[config.mk]
export PLATFORM = sky130hd
export DESIGN_NAME = rader7_dft
export DESIGN_NICKNAME = d
export VERILOG_FILES = /design/src/rtl/rader7_dft.sv
export SDC_FILE = /design/constraint.sdc
export NUM_CORES = 2
export LEC_CHECK = 0
export BUFFER_PORTS_ARGS = -buffer_cell sky130_fd_sc_hd__buf_2
export CELL_PAD_IN_SITES_DETAIL_PLACEMENT = 1
export CELL_PAD_IN_SITES_GLOBAL_PLACEMENT = 2
export CORE_UTILIZATION = 35
export DETAILED_ROUTE_END_ITERATION = 10
export PLACE_DENSITY_LB_ADDON = 0.12
export SLEW_MARGIN = 20
export SYNTH_ARGS = -nofsm -noshare
export SYNTH_HDL_FRONTEND = slang
export SYNTH_SLANG_ARGS = --single-unit
[constraint.sdc]
create_clock -name clk -period 10.6 [get_ports clk]
set_input_delay 2.12 -clock clk [delete_from_list [all_inputs] [get_ports clk]]
set_output_delay 2.12 -clock clk [all_outputs]
set_load 0.01 [all_outputs]
[src/rtl/rader7_dft.sv]
module rader7_dft #(
  parameter int DW = 12
) (
  input  logic                 clk,
  input  logic                 rst_n,
  input  logic                 in_valid,
  output logic                 in_ready,
  input  logic signed [DW-1:0] in_data,
  output logic                 out_valid,
  output logic                 out_first,
  output logic signed [DW+2:0] out_re,
  output logic signed [DW+2:0] out_im
);
  localparam int NPT = 7;
  localparam int NC  = NPT - 1;
  localparam int GEN = 3;
  localparam int FR  = 12;
  localparam int OW  = DW + 3;
  localparam int AW  = 2 * DW + 4;
  localparam logic signed [AW-1:0] HALF = AW'(1) <<< (FR - 1);

  function automatic int gpow(input int k);
    int r = 1;
    for (int i = 0; i < k; i++) r = (r * GEN) % NPT;
    return r;
  endfunction

  logic [2:0]             cnt;
  logic signed [DW-1:0]   xb [NPT];
  logic signed [OW-1:0]   dc, dc_h;
  logic signed [DW-1:0]   sh [NC];
  logic [2:0]             fcnt, ecnt, bin, jsel;
  logic                   v1, v2, accept, busy, start;
  logic signed [AW-1:0]   ax;
  logic signed [AW-1:0]   pa [NC], pb [NC], pr [NC];
  logic signed [AW-1:0]   tre [NC], tim [NC];
  logic signed [AW-1:0]   acc_re [NC], acc_im [NC];
  logic signed [AW-1:0]   rr, ri;

  assign in_ready = cnt != 3'd7;
  assign accept   = in_valid && in_ready;
  assign busy     = fcnt != 3'd0 || v1 || v2 || ecnt != 3'd0;
  assign start    = cnt == 3'd7 && !busy;

  // sample collection and running DC sum
  always_ff @(posedge clk) begin
    if (!rst_n) begin
      cnt <= '0;
      dc  <= '0;
    end else if (start) begin
      cnt <= '0;
    end else if (accept) begin
      cnt <= cnt + 3'd1;
      dc  <= (cnt == 3'd0) ? OW'(in_data) : dc + OW'(in_data);
    end
  end

  always_ff @(posedge clk)
    if (accept) xb[cnt] <= in_data;

  // generator-order permutation into the feed register
  always_ff @(posedge clk) begin
    if (!rst_n) fcnt <= '0;
    else if (start) fcnt <= 3'(NC);
    else if (fcnt != 3'd0) fcnt <= fcnt - 3'd1;
  end

  always_ff @(posedge clk) begin
    if (start) begin
      for (int i = 0; i < NC; i++) sh[i] <= xb[gpow(i)];
    end else if (fcnt != 3'd0) begin
      for (int i = 0; i < NC - 1; i++) sh[i] <= sh[i+1];
    end
  end

  // shared shift-add multiplier block, two stages
  assign ax = AW'(sh[0]);

  always_ff @(posedge clk) begin
    if (!rst_n) begin
      v1 <= 1'b0;
      v2 <= 1'b0;
    end else begin
      v1 <= fcnt != 3'd0;
      v2 <= v1;
    end
  end

  always_ff @(posedge clk) begin
    pa[0] <= (ax <<< 11) + (ax <<< 9);  pb[0] <= (ax <<< 1) - (ax <<< 3);
    pa[1] <= (ax <<< 10) - (ax <<< 7);  pb[1] <= (ax <<< 4) - ax;
    pa[2] <= (ax <<< 12) - (ax <<< 9);  pb[2] <= (ax <<< 7) - (ax <<< 5) + (ax <<< 3) + (ax <<< 1);
    pa[3] <= (ax <<< 12) - (ax <<< 10); pb[3] <= (ax <<< 7) + (ax <<< 1);
    pa[4] <= (ax <<< 12) - (ax <<< 7);  pb[4] <= (ax <<< 5) - (ax <<< 3) + ax;
    pa[5] <= (ax <<< 11) - (ax <<< 8);  pb[5] <= ax - (ax <<< 4);
    for (int i = 0; i < NC; i++) pr[i] <= pa[i] + pb[i];
  end

  // kernel W^(3^m): products 2554,911,3690,3202,3993,1777 with signs
  assign tre[0] =  pr[0]; assign tim[0] = -pr[3];
  assign tre[1] = -pr[2]; assign tim[1] = -pr[5];
  assign tre[2] = -pr[1]; assign tim[2] = -pr[4];
  assign tre[3] =  pr[0]; assign tim[3] =  pr[3];
  assign tre[4] = -pr[2]; assign tim[4] =  pr[5];
  assign tre[5] = -pr[1]; assign tim[5] =  pr[4];

  // rotating transposed accumulators, preloaded with x[0]
  always_ff @(posedge clk) begin
    if (start) begin
      dc_h <= dc;
      for (int j = 0; j < NC; j++) begin
        acc_re[j] <= AW'(xb[0]) <<< FR;
        acc_im[j] <= '0;
      end
    end else if (v2) begin
      for (int j = 0; j < NC; j++) begin
        acc_re[j] <= acc_re[(j + NC - 1) % NC] + tre[(j + NC - 1) % NC];
        acc_im[j] <= acc_im[(j + NC - 1) % NC] + tim[(j + NC - 1) % NC];
      end
    end
  end

  // natural-order emission
  assign bin = 3'd7 - ecnt;

  always_comb begin
    jsel = '0;
    for (int k = 0; k < NC; k++)
      if (int'(bin) == gpow(k)) jsel = 3'(k);
  end

  assign rr = (acc_re[jsel] + HALF) >>> FR;
  assign ri = (acc_im[jsel] + HALF) >>> FR;

  always_ff @(posedge clk) begin
    if (!rst_n) ecnt <= '0;
    else if (v2 && !v1) ecnt <= 3'd7;
    else if (ecnt != 3'd0) ecnt <= ecnt - 3'd1;
  end

  always_ff @(posedge clk) begin
    if (!rst_n) begin
      out_valid <= 1'b0;
      out_first <= 1'b0;
      out_re    <= '0;
      out_im    <= '0;
    end else begin
      out_valid <= ecnt != 3'd0;
      out_first <= ecnt == 3'd7;
      out_re    <= (bin == 3'd0) ? dc_h : OW'(rr);
      out_im    <= (bin == 3'd0) ? '0   : OW'(ri);
    end
  end

  assert_dc_imag_zero_R3: assert property (@(posedge clk) disable iff (!rst_n)
    out_first |-> out_im == '0);
  assert_burst_opens_with_dc_R5: assert property (@(posedge clk) disable iff (!rst_n)
    $rose(out_valid) |-> out_first);
  assert_burst_continues_R5: assert property (@(posedge clk) disable iff (!rst_n)
    out_first |=> out_valid && !out_first);
  assert_no_accum_during_emit_R7: assert property (@(posedge clk) disable iff (!rst_n)
    v2 |-> ecnt == 3'd0);
endmodule

* Word-level counts from Yosys, hierarchy flattened
Memories as Yosys holds them, arrays and structs flattened.
Cells that the tools add are included.
Widths: inputs -> output; s select.
** Word-level totals
- Flip-flop bits (word level) :: 73
- Memory bits (writable) :: 996
- Input bits :: 15
- Output and inout bits :: 33
- Word-level logic and storage cells :: 146
- Memories kept :: 7
** Memory list
- acc_im :: depth 6, bits a word 28, read ports 7, clocked after memory_dff 0, write ports 6, line 37 : logic signed [AW-1:0] acc_re [NC], acc_im [NC];
- acc_re :: depth 6, bits a word 28, read ports 7, clocked after memory_dff 0, write ports 6, line 37
- pa :: depth 6, bits a word 28, read ports 6, clocked after memory_dff 0, write ports 6, line 35 : logic signed [AW-1:0] pa [NC], pb [NC], pr [NC];
- pb :: depth 6, bits a word 28, read ports 6, clocked after memory_dff 0, write ports 6, line 35
- pr :: depth 6, bits a word 28, read ports 6, clocked after memory_dff 0, write ports 6, line 35
- xb :: depth 7, bits a word 12, read ports 7, clocked after memory_dff 0, write ports 1, line 29 : logic signed [DW-1:0] xb [NPT];
- 1 more memories
** Cells by class
- $add $sub $neg :: 45
- Equal/unequal tests :: 8
- Multiplexer cells :: 38
- Bitwise gates (word level) :: 19
- Reduce and logical (&&, ||, !) cells :: 17
** Operators with widths (count)
- $add 28x28->28 :: 18
- $mux 28 :: 12
- $neg 28->28 :: 5
- $mux 12 :: 5
- $add 27x13->27 const B :: 2
- $mux 15 :: 2
- $sub 24x19->25 :: 1
- $sub 24x21->25 :: 1
- $sub 24x22->25 :: 1
- $add 23x21->24 :: 1
- $mux 3 :: 8
- $sub 23x20->24 :: 1
- $sub 22x19->23 :: 1
- $add 21x13->22 :: 1
- $add 20x15->21 :: 1
- $add 19x13->20 :: 1
- $sub 19x17->20 :: 1
- $add 18x12->19 :: 1
- $eq 3x3->1 const B :: 6
- $sub 17x15->18 :: 1
- $or 1x1->1 :: 17
- $sub 12x16->17 :: 1
- $sub 16x12->17 :: 1
- $sub 13x15->16 :: 1
- 16 further kinds :: 37

* Longest topological paths before layout
An unclocked memory read counts as a cell.
- Depth after elaboration :: 10
- Gate-level depth with buffers :: 18
- Gate-level depth less buffers :: 18

* Worst setup path after synthesis
Ideal clock, no wire load.
- Path type :: reg2reg
- Start point :: reg fcnt[0]
- End point :: mem acc_im[0][0] (netlist name) (enable)
- Setup time :: 0.552 ns
- Arrival :: 7.999 ns
- Required time :: 10.048 ns
- Slack :: 2.049 ns
- Stages on the path, launching flop included :: 8
- Buffers on the path :: 1
- Clock period less this slack :: 8.551 ns
- Cell sequence :: dfxtp_1 > or2_2 > inv_1 > ha_1 > clkbuf_1 > nand2_1 > nor4_1 > or2_2
** RTL lines
- from (decl) :: line 32 : logic [2:0] fcnt, ecnt, bin, jsel;
- from (signal assigned) :: line 64 : else if (start) fcnt <= 3'(NC);
- from (signal assigned) :: line 65 : else if (fcnt != 3'd0) fcnt <= fcnt - 3'd1;
- to (decl) :: line 37

==> reports/qor.txt <==
Routed wire per std cell - 24.1 um
max cap viols - 0
Buf+Inv Stages, Crit Path - 2
DRC - 0
fraction of layout cells with a size suffix above 1 - 0.0851
status - finished clean
input/output buffers - 47
global routing usage on met3 - 0.0302
HP Start - pb[2][5]
io pins - 48
CP arrival - 5.75 ns
CP top delay family - compound AO/OA/AOI/OAI gates
Post-synth EDFFs - 495
cells after synthesis - 5270
R2R depth - 17
Final Slew Violations - 0
clock tree buffer depth - 3
commonest register cell after synthesis - edfxtp_1
vias in the first global route - 40.8k
average cell area after synthesis - 10.1 sq um
GR met2 Demand/Resource - 0.357
Crit Path Class - reg2reg
CTS Buf Count - 105
HP Class - reg2reg
Slew @ Worst Pin - 1.11 ns
drt first pass iters - 7
final setup TNS - 0 ns
initial antenna violation count - 7
postcts setup bufs - 0
reg2reg end - acc_re[0][26]
WP data required - 11.05 ns
post-synth top area share - 0.278
CP max FO - 17
Worst Skew - 0.0707 ns
CTS resizes - 0
#FFs+latches synth - 851
clk root buf - clkbuf_16
synth unique cells - 100
Worst path slowest cell - a221oi_1
Setup crit start kind - flip-flop
synthesized area - 0.0535 sq mm
RSZ-0062 raised after global routing - false
Worst setup EP type - flip-flop
Final Critical Period - 5.30 ns
count leader, synth - ha_1
routed wire length - 180000 um
largest net degree at the start of global routing - 127
first-pass GRT wire length - 268000 um
vias per cell - 5.35
Synth area leader - edfxtp_1
Placed Cells - 7284
met1 Use GR - 0.344
final setup vio count - 0
reg2reg setup slack - 5.30 ns
Async SR Flop Fraction - 0
Clk Latency, worst-skew pair - 0.76 ns
dpl hpwl - 142000 um
gr busiest metal - met2
reg2reg start - pr[2][1]
Non-Filler Instances - 7483
Nets - 5986
final hold vios - 0
Reg clk slew, reported paths - 0.06 ns
Achievable Freq - 189 MHz
CP most frequent cell - ha_1
Die Width - 393 um
Initial Utilization - 0.353
TritonCTS clock tree - built
synth warn - 0
sequential area share after synthesis - 0.411
Fillers - 16.9k
Post-synth top cells - ha_1 (559), edfxtp_1 (495), nor2_1 (446)
critical-path cell list - buf_4 > inv_1 > ha_1 > nor3b_2 > nand2_1 > or3_1 > xor2_1 > ha_1 > a41o_1 > a221oi_1 > nand2b_1 > a21o_1 > a211oi_1 > o31ai_1 > a31oi_1 > mux2i_1 > a21oi_1
global route total overflow - 0
Hold Path Depth - 0
fin crit share - 0.500
Mapped Nets - 5895
CTS H-Tree Depth - 3
Syn-to-layout area delta - 12.0%
row cnt - 143
die height - 393 um
slew margin rel. - 0.263
first-iteration detailed-routing DRC count - 2479
total die area - 0.154 sq mm
Tot GR Track Use - 0.233
cts-stage hold buffer count - 0
Core Region - 0.152 sq mm
clock sinks - 851
Area contributors post-synth - edfxtp_1 (28%), dfxtp_1 (13%), ha_1 (13%)
ANT nets after route - 0
vias - 40.0k
GPL Wtd Cong - 0.857
Largest stage delay, worst path - 0.64 ns
hold endpoint - pr[2][5]
## stage by stage
step	setup slack [ns]	utilization	instance area (sq um)	hold slack, ns
6_report	5.30	0.395	59900	0.304
2_1_floorplan	2.05	-	53500	0.310
3_3_place_gp	5.44	0.370	56200	0.312
4_1_cts	5.26	0.395	59900	0.313
3_5_place_dp	5.33	0.370	56200	0.313
5_1_grt	4.84	0.395	59900	0.312
## routing by layer
metal / vias to the layer above / routed length (um)
li1: 19409 / -
met1: 19878 / 92100
met2: 541 / 78100
met3: 192 / 5900
met4: 0 / 4240
met5: - / 0
## flip-flops by register name, indices dropped and copies added (netlist names), 53 cells and up
register  count
acc_im      162
acc_re      162
pa           53
pb           96
pr          149
sh           72
xb           84
## how the worst max path moves through the flow
| stage | slack, ns | endpoint | startpoint | depth (start not counted) |
|---|---|---|---|---|
| floorplan | 2.05 | acc_im[0][0] | fcnt[0] | 7 |
| global placement | 5.44 | acc_re[3][23] | pr[2][1] | 17 |
| detailed placement | 5.33 | acc_re[3][23] | pr[2][1] | 17 |
| CTS | 5.26 | acc_re[3][23] | pr[2][1] | 17 |
| global route | 4.84 | acc_re[0][24] | pr[2][1] | 17 |
| finish | 5.30 | acc_re[0][26] | pr[2][1] | 17 |
## area by class of cell
class                   instances  area [sq um]  share of cell area
well taps                    2030          2540              0.0424
flip-flops and latches        851         22000               0.367
inverters                     338          1280              0.0213
repair buffers                 93           593             0.00990
diodes                          1          2.50           0.0000418
multi-input cells            3972         29800               0.497
clock inverters                59           746              0.0124
clock buffers                 139          2960              0.0494
## layout by cell type, fill, tap and decap left out, types with 158 or more instances in the layout
cell and instances:
ha_1 557, edfxtp_1 495, nor2_1 445, a21oi_1 359
dfxtp_1 355, inv_1 335, xnor2_1 281, nand2_1 275
o21ai_0 267, a21o_1 198, xor2_1 158
## worst reg2reg max path, delay by kind of cell (launching register included)
kind	cells	cell delay [ns]
adder cells (fa/ha/maj)	2	0.51
buffers and inverters	2	0.34
multiplexers	1	0.21
XOR/XNOR	1	0.24
AO/OA/AOI/OAI	7	2.27
flip-flops	1	0.30
AND/OR/NAND/NOR	4	1.16
## cells by family (layout without fill, tap and decap cells)
group	count (synthesis)	after routing	share of synthesized area
xor+xnor	439	439	0.0719
buf+inv	447	629	0.0328
mux	159	159	0.0391
other cells	0	1	0
flops	851	851	0.411
fa+ha+maj	610	610	0.150
compound gates	1352	1352	0.165
simple gates	1412	1412	0.130
Power is left out: the tool's default activity adds up to more than one toggle a clock period on the data nets, which glitch-free logic cannot reach.
